==> src/rtl/cmos_bank_pkg.sv <==
package cmos_bank_pkg;

  localparam int CMOS_DEPTH = 64;
  localparam int CMOS_DW    = 8;

  typedef enum logic [2:0] {
    ENG_IDLE,
    ENG_SUM,
    ENG_STORE_HI,
    ENG_STORE_LO,
    ENG_DONE
  } eng_state_t;

  typedef struct packed {
    logic               is_wr;
    logic [CMOS_DW-1:0] data;
  } held_req_t;

  // Default power-on image: arithmetic fill, memory-size bytes, cleared checksum slots.
  function automatic logic [CMOS_DEPTH*CMOS_DW-1:0] cmos_reset_image();
    logic [CMOS_DEPTH*CMOS_DW-1:0] img;
    img = '0;
    for (int i = 0; i < CMOS_DEPTH; i++) begin
      logic [31:0] v;
      v = i * 29 + 7;
      img[i*CMOS_DW +: CMOS_DW] = v[CMOS_DW-1:0];
    end
    img[8'h15*CMOS_DW +: CMOS_DW] = 8'h80;
    img[8'h16*CMOS_DW +: CMOS_DW] = 8'h02;
    img[8'h17*CMOS_DW +: CMOS_DW] = 8'h00;
    img[8'h18*CMOS_DW +: CMOS_DW] = 8'h3B;
    img[8'h2E*CMOS_DW +: CMOS_DW] = 8'h00;
    img[8'h2F*CMOS_DW +: CMOS_DW] = 8'h00;
    return img;
  endfunction

  // One accumulation step of the checksum engine.
  function automatic logic [2*CMOS_DW-1:0] csum_step(
    input logic [2*CMOS_DW-1:0] acc,
    input logic [CMOS_DW-1:0]   b
  );
    return acc + {{CMOS_DW{1'b0}}, b};
  endfunction

endpackage

==> src/rtl/cmos_index_reg.sv <==
module cmos_index_reg #(
  parameter int IDX_W = 7,
  parameter int DW    = 8
) (
  input  logic             clk,
  input  logic             rst_n,
  input  logic             load,
  input  logic [DW-1:0]    din,
  output logic [IDX_W-1:0] idx
);

  always_ff @(posedge clk or negedge rst_n) begin
    if (!rst_n)    idx <= '0;
    else if (load) idx <= din[IDX_W-1:0];
  end

endmodule

==> src/rtl/cmos_byte_store.sv <==
module cmos_byte_store
  import cmos_bank_pkg::*;
#(
  parameter int DEPTH = CMOS_DEPTH,
  parameter int DW    = CMOS_DW,
  parameter logic [DEPTH*DW-1:0] IMAGE = cmos_reset_image(),
  localparam int AW = $clog2(DEPTH)
) (
  input  logic          clk,
  input  logic          rst_n,
  input  logic          we,
  input  logic [AW-1:0] waddr,
  input  logic [DW-1:0] wdata,
  input  logic [AW-1:0] raddr_a,
  output logic [DW-1:0] rdata_a,
  input  logic [AW-1:0] raddr_b,
  output logic [DW-1:0] rdata_b
);

  logic [DW-1:0] cells [DEPTH];

  always_ff @(posedge clk or negedge rst_n) begin
    if (!rst_n) begin
      for (int i = 0; i < DEPTH; i++) cells[i] <= IMAGE[i*DW +: DW];
    end else if (we) begin
      cells[waddr] <= wdata;
    end
  end

  assign rdata_a = cells[raddr_a];
  assign rdata_b = cells[raddr_b];

endmodule

==> src/rtl/cmos_csum_engine.sv <==
module cmos_csum_engine
  import cmos_bank_pkg::*;
#(
  parameter int AW        = 6,
  parameter int DW        = 8,
  parameter int SUM_FIRST = 'h10,
  parameter int SUM_LAST  = 'h2C,
  parameter int HI_IDX    = 'h2E,
  parameter int LO_IDX    = 'h2F,
  localparam int CSW = 2 * DW
) (
  input  logic          clk,
  input  logic          rst_n,
  input  logic          start,
  input  logic [DW-1:0] byte_in,
  output logic [AW-1:0] rd_addr,
  output logic          we,
  output logic [AW-1:0] waddr,
  output logic [DW-1:0] wdata,
  output logic          done
);

  localparam logic [AW-1:0] FIRST_A = AW'(SUM_FIRST);
  localparam logic [AW-1:0] LAST_A  = AW'(SUM_LAST);
  localparam logic [AW-1:0] HI_A    = AW'(HI_IDX);
  localparam logic [AW-1:0] LO_A    = AW'(LO_IDX);

  eng_state_t     state;
  logic [AW-1:0]  cursor;
  logic [CSW-1:0] acc;

  always_ff @(posedge clk or negedge rst_n) begin
    if (!rst_n) begin
      state  <= ENG_IDLE;
      cursor <= '0;
      acc    <= '0;
    end else begin
      unique case (state)
        ENG_IDLE: if (start) begin
          state  <= ENG_SUM;
          cursor <= FIRST_A;
          acc    <= '0;
        end
        ENG_SUM: begin
          acc <= csum_step(acc, byte_in);
          if (cursor == LAST_A) state <= ENG_STORE_HI;
          else                  cursor <= cursor + 1'b1;
        end
        ENG_STORE_HI: state <= ENG_STORE_LO;
        ENG_STORE_LO: state <= ENG_DONE;
        default:      state <= ENG_DONE;
      endcase
    end
  end

  assign rd_addr = cursor;
  assign we      = (state == ENG_STORE_HI) || (state == ENG_STORE_LO);
  assign waddr   = (state == ENG_STORE_HI) ? HI_A : LO_A;
  assign wdata   = (state == ENG_STORE_HI) ? acc[CSW-1:DW] : acc[DW-1:0];
  assign done    = (state == ENG_DONE);

  // the high byte is stored right after the last summed byte, then the low byte
  assert_sum_then_hi_R4: assert property (@(posedge clk) disable iff (!rst_n)
    (state == ENG_SUM && cursor == LAST_A) |=> (we && waddr == HI_A));
  assert_hi_then_lo_R4: assert property (@(posedge clk) disable iff (!rst_n)
    (we && waddr == HI_A) |=> (we && waddr == LO_A));
  // the engine writes nowhere but the two checksum slots
  assert_engine_slots_R4: assert property (@(posedge clk) disable iff (!rst_n)
    we |-> (waddr == HI_A || waddr == LO_A));
  // once finished the engine stays finished
  assert_runs_once_R5: assert property (@(posedge clk) disable iff (!rst_n)
    done |=> done);
  // the cursor never leaves the summed window while summing
  assert_cursor_window_R4: assert property (@(posedge clk) disable iff (!rst_n)
    (state == ENG_SUM) |-> (cursor >= FIRST_A && cursor <= LAST_A));

endmodule

==> src/rtl/cmos_bank.sv <==
module cmos_bank
  import cmos_bank_pkg::*;
#(
  parameter int DEPTH     = CMOS_DEPTH,
  parameter int DW        = CMOS_DW,
  parameter int IDX_W     = 7,
  parameter int SUM_FIRST = 'h10,
  parameter int SUM_LAST  = 'h2C,
  parameter int HI_IDX    = 'h2E,
  parameter int LO_IDX    = 'h2F,
  parameter logic [DEPTH*DW-1:0] IMAGE = cmos_reset_image()
) (
  input  logic          clk,
  input  logic          rst_n,
  input  logic          rd_stb,
  input  logic          wr_stb,
  input  logic          port_sel,
  input  logic [DW-1:0] wdata,
  output logic [DW-1:0] rdata,
  output logic          rdata_vld,
  output logic          stall
);

  localparam int AW = $clog2(DEPTH);

  // Named internal events
  logic          idx_load, idx_read, data_req;
  logic          serve_held, host_rd_go, host_wr_go;
  logic [IDX_W-1:0] idx;
  logic [AW-1:0] data_addr;
  logic [DW-1:0] host_wval;
  held_req_t     held_q;
  logic          held_vld_q;

  logic          eng_done, eng_we;
  logic [AW-1:0] eng_rd_addr, eng_waddr;
  logic [DW-1:0] eng_wdata, eng_byte;

  logic          st_we;
  logic [AW-1:0] st_waddr;
  logic [DW-1:0] st_wdata, st_rbyte;

  assign idx_load  = wr_stb & ~port_sel;
  assign idx_read  = rd_stb & ~port_sel;
  assign data_req  = (rd_stb | wr_stb) & port_sel;
  assign data_addr = idx[AW-1:0];

  cmos_index_reg #(.IDX_W(IDX_W), .DW(DW)) u_index (
    .clk(clk), .rst_n(rst_n), .load(idx_load), .din(wdata), .idx(idx)
  );

  // Holding register for the first data access while the checksum runs
  always_ff @(posedge clk or negedge rst_n) begin
    if (!rst_n) begin
      held_vld_q <= 1'b0;
      held_q     <= '0;
    end else if (data_req && !eng_done) begin
      held_vld_q   <= 1'b1;
      held_q.is_wr <= wr_stb;
      held_q.data  <= wdata;
    end else if (serve_held) begin
      held_vld_q <= 1'b0;
    end
  end

  assign serve_held = held_vld_q & eng_done;
  assign host_rd_go = (rd_stb & port_sel & eng_done) | (serve_held & ~held_q.is_wr);
  assign host_wr_go = (wr_stb & port_sel & eng_done) | (serve_held & held_q.is_wr);
  assign host_wval  = serve_held ? held_q.data : wdata;
  assign stall      = held_vld_q;

  cmos_csum_engine #(
    .AW(AW), .DW(DW), .SUM_FIRST(SUM_FIRST), .SUM_LAST(SUM_LAST),
    .HI_IDX(HI_IDX), .LO_IDX(LO_IDX)
  ) u_engine (
    .clk(clk), .rst_n(rst_n), .start(data_req), .byte_in(eng_byte),
    .rd_addr(eng_rd_addr), .we(eng_we), .waddr(eng_waddr), .wdata(eng_wdata),
    .done(eng_done)
  );

  // Engine owns the write port until done; host writes only happen after
  assign st_we    = eng_we | host_wr_go;
  assign st_waddr = eng_we ? eng_waddr : data_addr;
  assign st_wdata = eng_we ? eng_wdata : host_wval;

  cmos_byte_store #(.DEPTH(DEPTH), .DW(DW), .IMAGE(IMAGE)) u_store (
    .clk(clk), .rst_n(rst_n), .we(st_we), .waddr(st_waddr), .wdata(st_wdata),
    .raddr_a(eng_rd_addr), .rdata_a(eng_byte),
    .raddr_b(data_addr), .rdata_b(st_rbyte)
  );

  always_ff @(posedge clk or negedge rst_n) begin
    if (!rst_n) begin
      rdata     <= '0;
      rdata_vld <= 1'b0;
    end else begin
      rdata_vld <= idx_read | host_rd_go;
      if (idx_read)        rdata <= DW'(idx);
      else if (host_rd_go) rdata <= st_rbyte;
    end
  end

  // host writes reach the store only after the checksum is stored
  assert_host_write_after_sum_R7: assert property (@(posedge clk) disable iff (!rst_n)
    host_wr_go |-> (eng_done && !eng_we));
  // once the engine is done and the held access served, stall never returns
  assert_no_second_stall_R6: assert property (@(posedge clk) disable iff (!rst_n)
    (eng_done && !stall) |=> !stall);
  // no result is presented while the access is held
  assert_quiet_while_stalled_R6: assert property (@(posedge clk) disable iff (!rst_n)
    stall |-> !rdata_vld);
  // a valid result always traces back to a read strobe or a served held access
  assert_vld_has_cause_R8: assert property (@(posedge clk) disable iff (!rst_n)
    rdata_vld |-> ($past(rd_stb) || $past(stall)));
  // an index read returns a value with bit 7 clear
  assert_index_read_width_R1: assert property (@(posedge clk) disable iff (!rst_n)
    idx_read |=> (rdata[DW-1] == 1'b0 && rdata_vld));

endmodule

==> config.mk <==
export PLATFORM = sky130hd
export DESIGN_NAME = cmos_bank
export DESIGN_NICKNAME = d
export VERILOG_FILES = /design/src/rtl/cmos_bank_pkg.sv /design/src/rtl/cmos_index_reg.sv /design/src/rtl/cmos_byte_store.sv /design/src/rtl/cmos_csum_engine.sv /design/src/rtl/cmos_bank.sv
export SDC_FILE = /design/constraint.sdc
export NUM_CORES = 1
export LEC_CHECK = 0
export CAP_MARGIN = 20
export CORE_MARGIN = 4
export CORE_UTILIZATION = 60
export CTS_CLUSTER_SIZE = 40
export DETAILED_ROUTE_END_ITERATION = 12
export PLACE_DENSITY = 0.73
export SLEW_MARGIN = 0
export SYNTH_ARGS = -nofsm -noshare
export SYNTH_HDL_FRONTEND = slang
export SYNTH_SLANG_ARGS = --single-unit
==> constraint.sdc <==
create_clock -name clk -period 14 [get_ports clk]
set_input_delay 2.8 -clock clk [delete_from_list [all_inputs] [get_ports clk]]
set_output_delay 2.8 -clock clk [all_outputs]
set_load 0.01 [all_outputs]
==> metrics.md, run 1 <==
| Metric | Value |
|---|---|
| CTS Buffer Depth | `3` |
| Worst skew pair latency | `~0.64 ns` |
| Post-CTS setup buffers | `0` |
| DIE WIDTH | `between 200 and 250 um` |
| Synth Instances | `roughly 2400` |
| HP Start | `u_store.cells[24]` |
| Synth warnings | `0` |
| Asr flop ratio synth | `between 90% and 100%` |
| Initial antenna violation count | `2` |
| Cells along the critical path | `buf_4 -> mux4_2 -> mux4_2 -> a22oi_1 -> nand2_1 -> fa_1 -> a21o_1 -> a21oi_1 -> o21ai_0 -> o41ai_1 -> clkbuf_2 -> or4_1 -> nand3_1` |
| Crit path DAT | `around 6 ns` |
| Hold Crit Depth | `2` |
| Share of cells above drive strength 1 | `roughly 40%` |
| CP Launch Type | `register` |
| Vias | `between 20000 and 25000` |
| Syn Area/Cell | `approximately 13 um^2` |
| Hold Path Sink | `u_store.cells[24]` |
| Ports | `23` |
| CP delay by family, top | `compound AO/OA/AOI/OAI gates` |
| Vias/cell | `7.07` |
| CTS Buf Count | `60` |
| RSZ-0062 raised after global routing | `false` |
| MaxCap Viol Count | `0` |
| Synthesized flop and latch total | `between 500 and 600` |
| Finished Cell Area | `roughly 33000 um^2` |
| Largest net degree at the start of global routing | `170` |
| Reg2reg path depth | `13` |
| DRC | `0` |
| Post-cts sizing count | `0` |
| Slowest-stage cell, CP | `dfrtp_4` |
| Synth-to-layout area growth | `8.51%` |
| Routed Antenna Nets | `0` |
| Root Driver | `clkbuf_16` |
| Crit Path Class | `reg -> reg` |
| Die H | `approximately 230 um` |
| Peak VDD IR | `approximately 0.00012 V` |
| RR Startpoint | `u_engine.rd_addr[0]` |
| Diode count | `0` |
| Power Total | `6.51 mW` |
| Drt pass-1 iters | `6` |
| First-iteration detailed-routing DRC count | `2517` |
| Crit path max fanout | `39` |
| Period utilisation layout | `between 40% and 50%` |
| Setup tns final | `0 ns` |
| Drt wl/cell | `between 30 and 40 um` |
| Placer's final routability congestion estimate | `about 0.96` |
| CP Buf/Inv Count | `2` |
| Max incr delay on CP | `~1.0 ns` |
| CP dominant cell by count | `mux4_2` |
| Top_reg_cell synth | `dfrtp_1` |
| Number of global-route vias before repair | `21400` |
| Row cnt | `roughly 80` |
| Final Hold Vio Count | `0` |
| Detailed Route WL | `~92000 um` |
| Starting Density | `between 60% and 70%` |
| CTS tree | `built` |
| Clock Sinks | `between 500 and 600` |
| Syn_nets | `2420` |
| Final Max Slew Viols | `0` |
| Leak Pwr | `~13 nW` |
| Crit. End Element | `register` |
| Status | `finished clean` |
| Rel. slew slack | `a little over a fifth` |
| # hold bufs at CTS | `0` |
| Placement Cell Area | `30700 um^2` |
| Clk pin slew, worst setup/hold paths | `roughly 0.060 ns` |
| Seq/Total Area, Yosys | `a little under half` |
| PwrDens | `roughly 200 nW/um^2` |
| Hold Path Class | `reg -> reg` |
| Fin crit period | `between 5 and 6 ns` |
| Clock skew | `between 0.02 and 0.025 ns` |
| Total grt overflow | `0` |
| Post-synthesis cell type count | `65` |
| First-pass GRT wire length | `around 140000 um` |
| Htree depth | `2` |
| Die Area | `53800 um^2` |
| Setup violations, final | `0` |
| Post-synth EDFFs | `0` |
| Required @ worst endpoint | `~15 ns` |
| DP Wirelength | `59300 um` |
| # nets final | `2345` |
| Mapped Area | `30100 um^2` |
| Core Region | `a little under 50000 um^2` |
| GRT Util Overall | `between 30% and 40%` |
| Crit Reg-Reg Endpoint | `u_engine.acc[10]` |
| Setup slack, reg-to-reg | `about 8.4 ns` |
| Fmax | `177 MHz` |
| Buffers on Ports | `22` |
| Worst Max-Slew Pin Slew | `approximately 1.2 ns` |
[power by group]
group          total (mW)  switching, mW  internal, mW
registers            2.78          0.488          2.30
logic                2.10           1.12         0.980
clock network        1.62          0.674         0.945
[Yosys cell counts (all sizes together) (8+ instances only)]
| cell type | number | area [um^2] |
|---|---|---|
| nand2 | 422 | 1580 |
| mux4 | 283 | 6370 |
| and3 | 9 | 56.3 |
| nor2 | 53 | 300 |
| mux2 | 231 | 2600 |
| dfstp | 236 | 6200 |
| mux2i | 52 | 521 |
| a21oi | 18 | 90.1 |
| nand4 | 16 | 100 |
| and2 | 8 | 50.1 |
| ha | 10 | 125 |
| o21ai | 333 | 1670 |
| inv | 11 | 41.3 |
| nor2b | 11 | 68.8 |
| nor4 | 8 | 77.6 |
| o21a | 11 | 82.6 |
| nand3 | 46 | 230 |
| buf | 74 | 415 |
| clkbuf | 128 | 483 |
| xor2 | 8 | 70.1 |
| dfrtp | 327 | 8180 |
| a22oi | 37 | 278 |
[registers in the layout, indices dropped and copies added, names as in the netlist]
register          count
u_engine.rd_addr      6
held_q                9
u_index.idx           7
u_engine.acc         16
rdata                 8
u_store.cells       512
u_engine.state        3
rdata_vld             1
stall                 1
[worst register-to-register path: cells and delay by family (launching register included)]
family / cells / cell delay [ns]
AOI/OAI and AO/OA: 5 / 1.42
muxes: 2 / 1.13
adders and majority gates: 1 / 0.47
DFF: 1 / 1.01
buffers and inverters: 2 / 1.05
and+or+nand+nor: 3 / 0.43
[cells by family after synthesis]
logic type	synth area share [%]
flip-flops	47.8
AND/OR/NAND/NOR	8.87
AO/OA/AOI/OAI	7.94
XOR/XNOR	0.291
adder cells (fa/ha/maj)	0.482
multiplexers	31.5
buffers and inverters	3.12
[through the flow]
step / cells / utilization [%] / worst slack, ns / hold slack, ns
after detailed placement: 2922 / 62.3 / 7.96 / 0.481
after global routing: 3036 / 66.3 / 8.10 / 0.500
after CTS: 3035 / 66.3 / 7.95 / 0.490
final: 3036 / 66.3 / 8.36 / 0.486
after global placement: 2921 / 62.3 / 8.08 / 0.469
after floorplan: 2396 / - / 9.58 / 0.445
[routing by layer]
metal	global-route usage [%]	share of wire, %	routed length, um
met5	0	0.026	24
met4	16.4	5.5	5080
met1	49.6	38	35300
met2	52.2	45	41500
met3	8.82	11	10100
[placed cells by master, fill, tap and decap left out, types with 4 or more instances in the layout]
cell type          n
mux2i_1           52
clkinv_2          11
nand2b_1           6
clkbuf_16         61
clkbuf_1          18
dfstp_2          236
clkbuf_8          17
nor2b_1           10
dfrtp_4            5
nand3_1           46
mux4_2           283
o21a_1            11
o211ai_1           7
dfrtp_1          320
inv_1             11
buf_4             40
nor4_1             5
o21ai_0          323
nor2_2            21
a2111oi_0          4
nor2_1            29
and3_1             9
o21ai_2            8
clkdlybuf4s50_1   21
nor3_1             4
xor2_1             8
a22oi_1           37
and2_1             7
ha_1              10
nand4_1           16
a21oi_1           18
mux2_2           231
nand2_1          422
[worst max path at each step]
stage	depth (start not counted)	endpoint	start
floorplan	15	u_engine.acc[14]	u_engine.rd_addr[0]
global placement	5	u_store.cells[164]	port_sel
detailed placement	12	u_engine.acc[14]	u_engine.rd_addr[0]
CTS	12	u_engine.acc[14]	u_engine.rd_addr[0]
global route	13	u_engine.acc[14]	u_engine.rd_addr[0]
finish	13	u_engine.acc[10]	u_engine.rd_addr[0]
[final cells by class]
class	count	area, um^2
tap	664	831
clock buffer	96	1830
inverter	11	41.3
fill	3620	16600
multi-input combinational	1620	14800
clock inverter	17	170
timing repair buffer	65	571
sequential	563	14400
Note: power is estimated with default switching activity, not from simulation.
==> run 2, diff against run 1 <==
CORE_UTILIZATION = 58   (was 60)
PLACE_DENSITY = 0.74   (was 0.73)
clock period = 5 ns   (was 14 ns; I/O delays follow)
==> metrics.md, run 2 (synthesis results as in run 1) <==
| Metric | Value |
|---|---|
| Worst skew pair latency | `0.64 ns (about the same)` |
| Required @ worst endpoint | `5.49 ns (-9.01 ns)` |
| Max FFs per register | `512 (unchanged)` |
| Post-place setup slack | `0.530 ns (-7.43 ns)` |
| Final Hold Vio Count | `0 (unchanged)` |
| Placer's final routability congestion estimate | `1.01 (+5.3%)` |
| Ports | `23 (unchanged)` |
| Htree depth | `2 (unchanged)` |
| DP Cell Count | `2966 (+1.5%)` |
| Peak VDD IR | `0.000353 V (+200%)` |
| Final non-filler cell total | `3076 (+1.3%)` |
| Power Total | `18.8 mW (+190%)` |
| Largest registers | `u_store.cells (512), u_engine.acc (16), held_q (9)` |
| Commonest non-fill, non-tap cell in the layout | `nand2_1` |
| CP dominant cell by count | `mux4_2` |
| Leak Pwr | `13.3 nW (+2.3%)` |
| Hold Path Class | `in -> async` |
| Crit path max fanout | `23 (-41%)` |
| Largest net degree at the start of global routing | `115 (-32%)` |
| Rel. slew slack | `20.2% (-1.7 points)` |
| CP Launch Type | `register` |
| Max incr delay on CP | `0.76 ns (-0.25 ns)` |
| Initial antenna violation count | `0 (-2)` |
| Detailed Route WL | `94500 um (+2.8%)` |
| Top reg by flops | `u_store.cells` |
| Worst Max-Slew Pin Slew | `1.20 ns (+0.0293 ns)` |
| DRC | `0 (unchanged)` |
| Root Driver | `clkbuf_16` |
| CTS tree | `built` |
| CP Buf/Inv Count | `2 (unchanged)` |
| Buffers on Ports | `22 (unchanged)` |
| Crit Path Class | `reg -> reg` |
| Synth-to-layout area growth | `10.7%` |
| Vias/cell | `7.04 (-0.39%)` |
| FF/Latch Area | `14400 um^2 (unchanged)` |
| Crit path DAT | `5.07 ns (-1.08 ns)` |
| Share of cells above drive strength 1 | `40.3% (+0.81 points)` |
| Fin crit period | `4.58 ns (-1.06 ns)` |
| Final setup margin | `0.420 ns (-7.94 ns)` |
| Status | `finished clean` |
| Die H | `236 um (+1.7%)` |
| DIE WIDTH | `236 um (+1.7%)` |
| DP Wirelength | `63300 um (+6.8%)` |
| PwrDens | `564 nW/um^2 (+180%)` |
| Total grt overflow | `0 (unchanged)` |
| RR Startpoint | `u_engine.rd_addr[0]` |
| # hold bufs at CTS | `0 (unchanged)` |
| GRT Util Overall | `34.2% (-1.0 points)` |
| # nets final | `2371 (+1.1%)` |
| Crit. End Element | `register` |
| Clock skew | `0.0206 ns (+0.0000827 ns)` |
| CTS Buffer Depth | `3 (unchanged)` |
| RSZ-0062 raised after global routing | `false` |
| Most frequent cells in the layout | `422 x nand2_1, 323 x o21ai_0, 320 x dfrtp_1` |
| Fmax | `218 MHz (+23%)` |
| Post-cts sizing count | `0 (unchanged)` |
| Setup violations, final | `0 (unchanged)` |
| MaxCap Viol Count | `0 (unchanged)` |
| Core Region | `51400 um^2 (+4.4%)` |
| Die Area | `55600 um^2 (+3.3%)` |
| Vias | `21700 (+0.92%)` |
| CTS Buf Count | `58 (-3.3%)` |
| Period utilisation layout | `91.6% (+51 points)` |
| Cells along the critical path | `buf_12 -> mux4_2 -> mux4_2 -> a22oi_1 -> nand2_1 -> fa_1 -> a21o_1 -> a21oi_1 -> o21ai_0 -> o41ai_1 -> buf_4 -> or4_1 -> nand3_1` |
| Area of the multi-input gates | `14800 um^2 (unchanged)` |
| Number of global-route vias before repair | `21900 (+2.1%)` |
| CP delay by family, top | `compound AO/OA/AOI/OAI gates` |
| Drt wl/cell | `30.7 um (+1.4%)` |
| First-iteration detailed-routing DRC count | `2870 (+14%)` |
| Setup tns final | `0 ns (unchanged)` |
| Crit path launch | `u_engine.rd_addr[0]` |
| Slowest-stage cell, CP | `dfrtp_4` |
| Clock Sinks | `563 (unchanged)` |
| Drt pass-1 iters | `9 (+3)` |
| Clk pin slew, worst setup/hold paths | `0.06 ns (about the same)` |
| Diode count | `0 (unchanged)` |
| Starting Density | `58.6% (-2.6 points)` |
| Post-CTS setup buffers | `0 (unchanged)` |
| Row cnt | `83 (+2.5%)` |
| Fillers | `3717 (+2.7%)` |
| Final Max Slew Viols | `0 (unchanged)` |
| Routed Antenna Nets | `0 (unchanged)` |
| First-pass GRT wire length | `143000 um (+1.3%)` |
run 2: cell types whose count changed in the layout (fill, tap and decap cells not counted), moves of 2 or more:
cell,before,now
bufinv_16,3,14
clkbuf_8,17,12
clkbuf_16,61,59
buf_16,0,2
buf_4,40,51
buf_12,2,17
clkinv_2,11,9
clkbuf_1,18,12
run 2: metrics by stage:
stage                     util (%)  area [um^2]  hold WS (ns)
after floorplan                  -        30100         0.445
after global placement        60.4        31100         0.463
after detailed placement      60.6        31100         0.481
after CTS                     64.8        33300         0.490
after global routing          64.8        33300         0.499
final                         64.8        33300         0.488
run 2: path summary, 6_finish.rpt:
| check | to | slack [ns] | depth (start not counted) |
|---|---|---|---|
| worst max-delay path | u_engine.acc[14] | 0.42 | 13 |
| worst min-delay path | u_store.cells[356] | 0.49 | 1 |
| worst max register to register | u_engine.acc[14] | 0.42 | 13 |
| worst min register to register | u_store.cells[58] | 0.49 | 2 |
| max in group asynchronous | u_store.cells[228] | 3.37 | 2 |
| min in group clk | u_store.cells[58] | 0.49 | 2 |
run 2: final cells by class:
class | instances | share of cell area, %
multi-input cells | 1620 | 44.5
flip-flops and latches | 563 | 43.2
clock buffers | 83 | 5.06
repair buffers | 93 | 3.06
well taps | 680 | 2.55
clock inverters | 26 | 1.47
inverters | 11 | 0.124
run 2: power by group:
group	internal, mW	switching, mW
Sequential	6.43	1.43
Combinational	2.88	3.13
Clock	3.06	1.87
Total	12.4	6.42
run 2: routing by layer:
metal	wire, um	global-route usage, %	vias up
met3	10700	9.61	308
met2	42800	51.3	1463
met5	77	0.952	-
li1	-	-	8825
met4	5660	16.5	2
met1	35200	46.5	11100
